**src/rtl/tmr_pkg.sv**
```systemverilog
package tmr_pkg;

    typedef enum logic [1:0] {
        MODE_FREE     = 2'd0,
        MODE_PERIODIC = 2'd1,
        MODE_ONESHOT  = 2'd2,
        MODE_WATCHDOG = 2'd3
    } tmr_mode_e;

    typedef struct packed {
        logic      en;
        tmr_mode_e mode;
        logic [3:0] psel;
    } tmr_ctrl_t;

    localparam int OFF_LOAD  = 'h00;
    localparam int OFF_CTRL  = 'h08;
    localparam int OFF_STAT  = 'h10;
    localparam int EN_BIT    = 7;
    localparam int CAUSE_BIT = 1;
    localparam int PEND_BIT  = 5;
    localparam int PSEL_MAX_SHIFT = 16;

    // Division factor for a prescaler code: 2^code, top code gives 2^16.
    function automatic logic [16:0] presc_div(input logic [3:0] code);
        int sh;
        sh = (code == 4'hF) ? PSEL_MAX_SHIFT : int'(code);
        return 17'(17'd1 << sh);
    endfunction

    function automatic tmr_ctrl_t ctrl_unpack(input logic [7:0] w);
        tmr_ctrl_t c;
        c.en   = w[EN_BIT];
        c.mode = tmr_mode_e'(w[5:4]);
        c.psel = w[3:0];
        return c;
    endfunction

    function automatic logic [7:0] ctrl_pack(input tmr_ctrl_t c);
        return {c.en, 1'b0, c.mode, c.psel};
    endfunction

endpackage

```
**src/rtl/tmr_regs.sv**
```systemverilog
module tmr_regs
    import tmr_pkg::*;
#(
    parameter int ADDR_W = 8,
    parameter int DATA_W = 32
) (
    input  logic              clk,
    input  logic              rst_por,
    input  logic              rst_sys,
    input  logic [ADDR_W-1:0] addr,
    input  logic              we,
    input  logic [DATA_W-1:0] wdata,
    input  logic              oneshot_done,
    input  logic              wdt_fire,
    input  logic              rst_req,
    output tmr_ctrl_t         ctrl_q,
    output logic [DATA_W-1:0] load_q,
    output logic              load_wr,
    output logic              start,
    output logic              psel_chg,
    output logic              cause_q,
    output logic [DATA_W-1:0] rdata
);

    logic      ctrl_wr;
    logic      stat_wr;
    tmr_ctrl_t ctrl_new;

    always_comb begin
        ctrl_wr  = we && (addr == ADDR_W'(OFF_CTRL));
        stat_wr  = we && (addr == ADDR_W'(OFF_STAT));
        load_wr  = we && (addr == ADDR_W'(OFF_LOAD));
        ctrl_new = ctrl_unpack(wdata[7:0]);
        start    = ctrl_wr && ctrl_new.en && !ctrl_q.en;
        psel_chg = ctrl_wr && (ctrl_new.psel != ctrl_q.psel);
    end

    // Control: a software write wins over the one-shot self-disable.
    always_ff @(posedge clk) begin
        if (rst_por || rst_sys) begin
            ctrl_q <= '0;
        end else if (ctrl_wr) begin
            ctrl_q <= ctrl_new;
        end else if (oneshot_done) begin
            ctrl_q.en <= 1'b0;
        end
    end

    always_ff @(posedge clk) begin
        if (rst_por || rst_sys) begin
            load_q <= '0;
        end else if (load_wr) begin
            load_q <= wdata;
        end
    end

    // Cause flag: only power-on reset or a written 1 clears it; a new expiry wins.
    always_ff @(posedge clk) begin
        if (rst_por) begin
            cause_q <= 1'b0;
        end else if (wdt_fire) begin
            cause_q <= 1'b1;
        end else if (stat_wr && wdata[CAUSE_BIT]) begin
            cause_q <= 1'b0;
        end
    end

    always_comb begin
        rdata = '0;
        if (addr == ADDR_W'(OFF_LOAD)) begin
            rdata = load_q;
        end else if (addr == ADDR_W'(OFF_CTRL)) begin
            rdata = DATA_W'(ctrl_pack(ctrl_q));
        end else if (addr == ADDR_W'(OFF_STAT)) begin
            rdata[CAUSE_BIT] = cause_q;
            rdata[PEND_BIT]  = rst_req;
        end
    end

endmodule

```
**src/rtl/tmr_prescaler.sv**
```systemverilog
module tmr_prescaler
    import tmr_pkg::*;
#(
    parameter int PCNT_W = 16
) (
    input  logic       clk,
    input  logic       rst,
    input  logic       run,
    input  logic       restart,
    input  logic [3:0] psel,
    output logic       tick
);

    logic [PCNT_W-1:0] pcnt;
    logic [PCNT_W-1:0] limit;

    always_comb begin
        limit = PCNT_W'(presc_div(psel) - 17'd1);
        tick  = run && !restart && (pcnt == limit);
    end

    always_ff @(posedge clk) begin
        if (rst || restart || !run) begin
            pcnt <= '0;
        end else if (pcnt == limit) begin
            pcnt <= '0;
        end else begin
            pcnt <= pcnt + 1'b1;
        end
    end

endmodule

```
**src/rtl/tmr_core.sv**
```systemverilog
module tmr_core
    import tmr_pkg::*;
#(
    parameter int CNT_W = 16
) (
    input  logic             clk,
    input  logic             rst_por,
    input  logic             rst_sys,
    input  tmr_ctrl_t        ctrl,
    input  logic [CNT_W-1:0] load_val,
    input  logic             load_wr,
    input  logic [CNT_W-1:0] load_wdata,
    input  logic             start,
    input  logic             tick,
    output logic [CNT_W-1:0] cnt_q,
    output logic             oneshot_done,
    output logic             wdt_fire,
    output logic             irq_q,
    output logic             rst_req_q
);

    logic expire;
    logic advance;

    always_comb begin
        advance      = ctrl.en && tick && !load_wr && !start && !rst_req_q;
        expire       = advance && (cnt_q == '0);
        wdt_fire     = expire && (ctrl.mode == MODE_WATCHDOG);
        oneshot_done = expire && (ctrl.mode == MODE_ONESHOT);
    end

    always_ff @(posedge clk) begin
        if (rst_por || rst_sys) begin
            cnt_q <= '0;
        end else if (load_wr) begin
            cnt_q <= load_wdata;
        end else if (start) begin
            cnt_q <= load_val;
        end else if (advance) begin
            if (cnt_q != '0) begin
                cnt_q <= cnt_q - 1'b1;
            end else begin
                unique case (ctrl.mode)
                    MODE_FREE:     cnt_q <= '1;
                    MODE_PERIODIC: cnt_q <= load_val;
                    default:       cnt_q <= '0;
                endcase
            end
        end
    end

    always_ff @(posedge clk) begin
        if (rst_por || rst_sys) begin
            irq_q     <= 1'b0;
            rst_req_q <= 1'b0;
        end else begin
            irq_q <= expire && (ctrl.mode != MODE_WATCHDOG);
            if (wdt_fire) begin
                rst_req_q <= 1'b1;
            end
        end
    end

endmodule

```
**src/rtl/mtimer_wdt.sv**
```systemverilog
module mtimer_wdt
    import tmr_pkg::*;
#(
    parameter int ADDR_W = 8,
    parameter int DATA_W = 32,
    parameter int CNT_W  = 16,
    parameter int PCNT_W = 16
) (
    input  logic              clk,
    input  logic              rst_por,
    input  logic              rst_sys,
    input  logic [ADDR_W-1:0] addr,
    input  logic              we,
    input  logic [DATA_W-1:0] wdata,
    output logic [DATA_W-1:0] rdata,
    output logic              irq,
    output logic              rst_req
);

    tmr_ctrl_t         ctrl_q;
    logic [DATA_W-1:0] load_q;
    logic              load_wr;
    logic              start;
    logic              psel_chg;
    logic              cause_q;
    logic              tick;
    logic [CNT_W-1:0]  cnt_q;
    logic              oneshot_done;
    logic              wdt_fire;
    logic              irq_q;
    logic              rst_req_q;

    tmr_regs #(.ADDR_W(ADDR_W), .DATA_W(DATA_W)) u_regs (
        .clk          (clk),
        .rst_por      (rst_por),
        .rst_sys      (rst_sys),
        .addr         (addr),
        .we           (we),
        .wdata        (wdata),
        .oneshot_done (oneshot_done),
        .wdt_fire     (wdt_fire),
        .rst_req      (rst_req_q),
        .ctrl_q       (ctrl_q),
        .load_q       (load_q),
        .load_wr      (load_wr),
        .start        (start),
        .psel_chg     (psel_chg),
        .cause_q      (cause_q),
        .rdata        (rdata)
    );

    tmr_prescaler #(.PCNT_W(PCNT_W)) u_presc (
        .clk     (clk),
        .rst     (rst_por || rst_sys),
        .run     (ctrl_q.en),
        .restart (load_wr || start || psel_chg),
        .psel    (ctrl_q.psel),
        .tick    (tick)
    );

    tmr_core #(.CNT_W(CNT_W)) u_core (
        .clk          (clk),
        .rst_por      (rst_por),
        .rst_sys      (rst_sys),
        .ctrl         (ctrl_q),
        .load_val     (load_q[CNT_W-1:0]),
        .load_wr      (load_wr),
        .load_wdata   (wdata[CNT_W-1:0]),
        .start        (start),
        .tick         (tick),
        .cnt_q        (cnt_q),
        .oneshot_done (oneshot_done),
        .wdt_fire     (wdt_fire),
        .irq_q        (irq_q),
        .rst_req_q    (rst_req_q)
    );

    assign irq     = irq_q;
    assign rst_req = rst_req_q;

endmodule

```
**config.mk**
```make
export PLATFORM = sky130hd
export DESIGN_NAME = mtimer_wdt
export DESIGN_NICKNAME = d
export VERILOG_FILES = /design/src/rtl/tmr_pkg.sv /design/src/rtl/tmr_regs.sv /design/src/rtl/tmr_prescaler.sv /design/src/rtl/tmr_core.sv /design/src/rtl/mtimer_wdt.sv
export SDC_FILE = /design/constraint.sdc
export NUM_CORES = 1
export LEC_CHECK = 0
export BUFFER_PORTS_ARGS = -buffer_cell sky130_fd_sc_hd__buf_2
export CAP_MARGIN = 20
export CORE_UTILIZATION = 42
export CTS_BUF_LIST = sky130_fd_sc_hd__clkbuf_16
export DETAILED_ROUTE_END_ITERATION = 6
export GPL_ROUTABILITY_DRIVEN = 1
export GPL_TIMING_DRIVEN = 0
export PLACE_DENSITY = 0.58
export SLEW_MARGIN = 15
export SYNTH_ARGS = -nofsm -noshare
export SYNTH_HDL_FRONTEND = slang
export SYNTH_SLANG_ARGS = --single-unit
```
**constraint.sdc**
```tcl
create_clock -name clk -period 6 [get_ports clk]
set_input_delay 0.3 -clock clk [delete_from_list [all_inputs] [get_ports clk]]
set_output_delay 0.3 -clock clk [all_outputs]
set_load 0.03 [all_outputs]
```
After elaboration in Yosys (flattened, before gate mapping):

Index checks and enable logic that the tools add are counted.

* flip-flop bits (word level): 74
* input port bits: 44
* output and inout port bits: 34
* word-level logic and storage cells: 75

* $add $sub $neg: 3
* equality and inequality tests: 9
* shifts and indexed selects: 1
* multiplexer cells: 18
* reduce and logical (&&, ||, !) cells: 35

Operators by type and width (count)
* $mux W16: 4
* $mux W32: 1
* $pmux W16 S2: 1
* $shl A1 B32 Y16 const A: 1
* $sub A16 B1 Y16 const B: 2
* $logic_and A1 B1 Y1: 17
* $add A16 B1 Y16 const B: 1
* $eq A16 B16 Y1: 1
* $logic_not A16 Y1: 1
* $reduce_bool A16 Y1: 1
* $mux W1: 9
* $eq A8 B4 Y1 const B: 1
* $eq A8 B5 Y1 const B: 1
* $logic_not A8 Y1: 1
* $logic_not A1 Y1: 5
* $logic_or A1 B1 Y1: 5
* $mux W5: 1
* $eq A2 B2 Y1 const B: 2
* $eq A4 B4 Y1 const B: 1
* $ne A4 B4 Y1: 1
* $reduce_bool A2 Y1: 2
* $mux W3: 1
* $reduce_bool A3 Y1: 1
* $eq A2 B1 Y1 const B: 1
* other kinds (4): 4

Logic depth before layout (Yosys ltp):

* depth after elaboration: 17
* gate-level depth with buffers: 14

Modules after synthesis:

From an unflattened synthesis, not the netlist that was laid out.

* cell total of the unflattened synthesis: 615
* area, all modules: 4964.8 sq um

By module, submodules not included
* tmr_regs: instances 1, cells each 228, area an instance 2030.7 sq um
* tmr_core: instances 1, cells each 218, area an instance 1606.5 sq um
* tmr_prescaler: instances 1, cells each 167, area an instance 1315.0 sq um
* mtimer_wdt: instances 1, cells each 2, area an instance 12.5 sq um

Worst setup path after synthesis:

OpenSTA, ideal clock, no wires.

* path kind: flip-flop to flip-flop
* from: reg u_regs.ctrl_q[2] (netlist name)
* to: reg u_core.cnt_q[14]
* setup time: 116 ps
* data arrival time: 2785 ps
* data required time: 5884 ps
* setup slack: 3100 ps
* stages on the path, launching flop included: 15
* clock period less this slack: 2900 ps
* path through: dfxtp_1 buf_6 buf_2 nor2_1 nand3_1 ha_1 buf_6 nor3b_2 a32o_1 xor2_1 nor4_2 nand4_1 buf_6 a2111o_1 a31o_1

* word-level cells in the longest chain between the ends: 11

RTL lines
* $eq A4 B4 Y1 / $ne A4 B4 Y1 (equally long branches): RTL line tmr_pkg.sv:27, tmr_regs.sv:35
* $mux W5 / $logic_and A1 B1 Y1 (equally long branches): RTL line tmr_pkg.sv:27, tmr_regs.sv:35
* $shl A1 B32 Y16 / $logic_or A1 B1 Y1 (equally long branches): RTL line tmr_pkg.sv:28, mtimer_wdt.sv:56
* $sub A16 B1 Y16 / $logic_not A1 Y1 (equally long branches): RTL line tmr_prescaler.sv:18, tmr_prescaler.sv:19
* $eq A16 B16 Y1 / $logic_and A1 B1 Y1 (equally long branches): RTL line tmr_prescaler.sv:19 `tick = run && !restart && (pcnt == limit);`
* $logic_and A1 B1 Y1 *: RTL line tmr_prescaler.sv:19
* $logic_and A1 B1 Y1 * (4 in a row): RTL line tmr_core.sv:26 `advance = ctrl.en && tick && !load_wr && !start && !rst_req_q;`
* $reduce_bool A3 Y1 (no line) *
* to (signal assigned): RTL line tmr_core.sv:36 `cnt_q <= load_wdata;`
* to (signal assigned): RTL line tmr_core.sv:38 `cnt_q <= load_val;`
* to (signal assigned): RTL line tmr_core.sv:41 `cnt_q <= cnt_q - 1'b1;`
* to (decl): RTL line tmr_core.sv:15 `output logic [CNT_W-1:0] cnt_q,`

Every way passes the cells marked *; elsewhere a longest branch is shown, timed or not.
A chain may end at the register's enable or synchronous reset.

Worst setup path in the final report:

* from: reg u_regs.ctrl_q[3] (netlist name)
* to: reg u_presc.pcnt[3]

* word-level cells in the longest chain between the ends: 6

RTL lines
* $eq A4 B4 Y1 / $ne A4 B4 Y1 (equally long branches): RTL line tmr_pkg.sv:27, tmr_regs.sv:35
* $mux W5 / $logic_and A1 B1 Y1 (equally long branches): RTL line tmr_pkg.sv:27, tmr_regs.sv:35
* $shl A1 B32 Y16 / $logic_or A1 B1 Y1 (equally long branches): RTL line tmr_pkg.sv:28, mtimer_wdt.sv:56
* $sub A16 B1 Y16 / $logic_or A1 B1 Y1 (equally long branches): RTL line tmr_prescaler.sv:18, tmr_prescaler.sv:23
* $eq A16 B16 Y1 / $logic_or A1 B1 Y1 (equally long branches): RTL line tmr_prescaler.sv:25, tmr_prescaler.sv:23
* $reduce_or A2 Y1 (no line) *
* to (signal assigned): RTL line tmr_prescaler.sv:28 `pcnt <= pcnt + 1'b1;`
* to (decl): RTL line tmr_prescaler.sv:14 `logic [PCNT_W-1:0] pcnt;`

Marks and branches as above.

==> flow_summary.ini <==
[status]
status = finished clean

[floorplanning]
start_util_pct = 43.8
io_pins = 78
dieArea_sq_mm = 0.0119
core.rowCount = 38
die_x_um = 109
coreArea_sq_mm = 0.0110
dieHeight_um = 109

[yosys]
yosysSeqAreaShare_pct = 30.6
synth-xor-area-share_pct = 6.34
synth-adder-area-share_pct = 1.24
async_reset_ff_share_pct = 0
synthTopCellsByArea = dfxtp_1 31%, nand2_1 9.5%, a21oi_1 7.5%
synth_edf_count = 0
synth_compound_area_share_pct = 21.5
synth_warnings = 0
synth_top_cell_by_area = dfxtp_1
synth_cells = 652
synth_simple_gate_area_share_pct = 31.9
synthMuxAreaShare_pct = 2.92
syn_avg_cell_area_sq_um = 7.42
synth_nets = 700
netlist-cell-type-count = 83
ys.flop_type = dfxtp_1
synth_top_family_by_area = simple AND/OR/NAND/NOR gates
synth_area_sq_mm = 0.00483
yosysTopAreaCellShare_pct = 30.6
synth_seq_cells = 74

[drt]
drt-total-wl_mm = 15.9
drc = 0
drtPass1Iterations = 6
via_count = 5030
antenna_left = 0
via_per_inst = 5.70
detail_route.iter0.violations = 572
wl_per_cell_um = 18.0

[timing]
max_freq_ghz = 0.278
hold_viol_final = 0
slew_headroom_pct = 39.6
worst_pin_slew_ns = 0.899
period_needed_ns = 3.60
slew_viol_final = 0
setup_viol = 0
finalCritPeriodShare_pct = 60.0
setup_tns_ns = 0
rsz0062_at_grt = no
skew_ns = 0.00862

[final_layout]
nNetsFinal = 787
nFillCells = 1115
diodes = 0
syn_to_final_growth_pct = 18.3
drive_above_1_share_pct = 17.0
multiInputGateArea_sq_mm = 0.00309
seqCellArea_sq_mm = 0.00148

[clock_tree]
clk_latency_ns = 0.35
cts.sinks = 74
clk_pin_slew_ns = 0.06
hold_buffers = 0
cts_htree_levels = 3
cts_root_buf = clkbuf_16
cts_tree = done
cts_buffer_depth = 2
cts_buffers = 9
cts_post_setup_buffers_inserted = 0
cts_resized = 0

[power_and_ir_drop]
p_leak_nw = 2.34
p_total_mw = 1.17
powerDensity_mw_per_mm2 = 205
vdd_drop_max_mv = 0.187

[critical_path]
cp.required_ns = 6.23
path_max_fanout = 10
cp-end-kind = register
startpoint_type = register
worstPathArrival_ns = 3.83
crit_type = register to register

[flow_run]
maxCapViolCount = 0

[global_route]
track_usage_pct = 28.0
antenna_found_initial = 0
grt_pass1_vias = 4689
grt_pass1_wl_mm = 25.2
grt_max_degree = 13
grt-ovfl-total = 0

[min_path]
hold_path_class = primary input to register

[place]
globalplace.congestion = 0.928
dpl.hpwl_mm = 12.0
port_buffers = 76
## synth_stat cells, drive strengths merged, types with 7 or more instances
cell type	number
nand2	122
dfxtp	74
a21oi	73
nor2	60
o21ai	35
and2	26
nand3	22
xnor2	20
clkbuf	19
buf	18
xor2	15
inv	13
mux2i	13
nand4	11
nor2b	10
nor3	10
and3	8
nor4	7
## cell families after synthesis
group	count (synthesis)
fa+ha+maj	5
mux	14
simple gates	307
buf+inv	52
xor+xnor	35
flops	74
compound gates	165
## worst paths after layout
| kind | slack (ns) | start | depth (start not counted) | endpoint |
|---|---|---|---|---|
| setup reg to reg | 2.40 | u_regs.ctrl_q[3] | 14 | u_presc.pcnt[3] |
| hold reg to reg | 0.45 | u_regs.load_q[17] | 2 | u_regs.load_q[17] |
| hold / removal | 0.17 | rst_por | 2 | u_regs.cause_q |
| setup / recovery | 2.40 | u_regs.ctrl_q[3] | 14 | u_presc.pcnt[3] |
## registers in the layout, summed over array words and instances, names as in the netlist
| signal | cells |
|---|---|
| u_core.cnt_q | 16 |
| u_core.irq_q | 1 |
| u_core.rst_req_q | 1 |
| u_presc.pcnt | 16 |
| u_regs.cause_q | 1 |
| u_regs.ctrl_q | 7 |
| u_regs.load_q | 32 |
## layout by cell type (no fill, tap or decap), types with 6 or more instances in the layout
cell type,Yosys,layout
nand2_1,122,122
buf_2,6,82
dfxtp_1,74,74
a21oi_1,72,72
nor2_1,59,59
o21ai_0,33,33
and2_1,25,25
nand3_1,22,22
xnor2_1,20,20
clkbuf_1,19,19
xor2_1,15,15
inv_1,13,13
mux2i_1,13,13
nand4_1,11,11
nor3_1,10,10
nor2b_1,9,9
clkbuf_16,0,9
buf_6,8,8
and3_1,6,6
## routing by layer
| layer | GRT usage [%] | vias to the layer above | wire length, um |
|---|---|---|---|
| met2 | 40.3 | 238 | 6620 |
| met4 | 11.4 | 0 | 330 |
| met5 | 0 | - | 0 |
| li1 | - | 2463 | - |
| met3 | 6.34 | 23 | 1520 |
| met1 | 40.0 | 2306 | 7470 |
## per-stage QoR
step / cell area [sq um] / cells / hold WS, ns / setup WS [ns] / utilization [%]
2_1_floorplan: 4830 / 652 / 0.369 / 3.10 / -
3_3_place_gp: 5390 / 868 / 0.438 / 2.50 / 48.9
3_5_place_dp: 5390 / 868 / 0.444 / 2.42 / 48.9
4_1_cts: 5720 / 883 / 0.154 / 2.40 / 51.9
5_1_grt: 5720 / 883 / 0.172 / 2.18 / 51.9
6_report: 5720 / 883 / 0.167 / 2.40 / 51.9
## area by class of cell
type | count | share of cell area, %
Multi-Input combinational cell | 526 | 53.9
Clock inverter | 6 | 1.86
Buffer | 37 | 3.67
Clock buffer | 9 | 3.94
Tap cell | 140 | 3.06
Sequential cell | 74 | 25.9
Inverter | 15 | 0.984
Timing Repair Buffer | 76 | 6.65
## critical path, stage by stage (launching register included)
cell and delay (ns):
dfxtp_1 0.48, buf_6 0.20, buf_6 0.16, nor2_1 0.06, nand3_1 0.09, ha_1 0.18
buf_6 0.15, and2b_2 0.24, a21oi_1 0.21, nand3_1 0.10, a2111oi_0 0.63, nand4_1 0.33
nand2_1 0.30, buf_2 0.28, nor2_1 0.08
## where the power goes
group / total [mW] / leakage [nW] / internal [mW] / switching [mW]
clock network: 0.619 / 0.159 / 0.402 / 0.217
logic: 0.0628 / 1.59 / 0.0223 / 0.0405
registers: 0.492 / 0.596 / 0.492 / 0.000281
No activity file was read; power rests on OpenSTA's default activity.
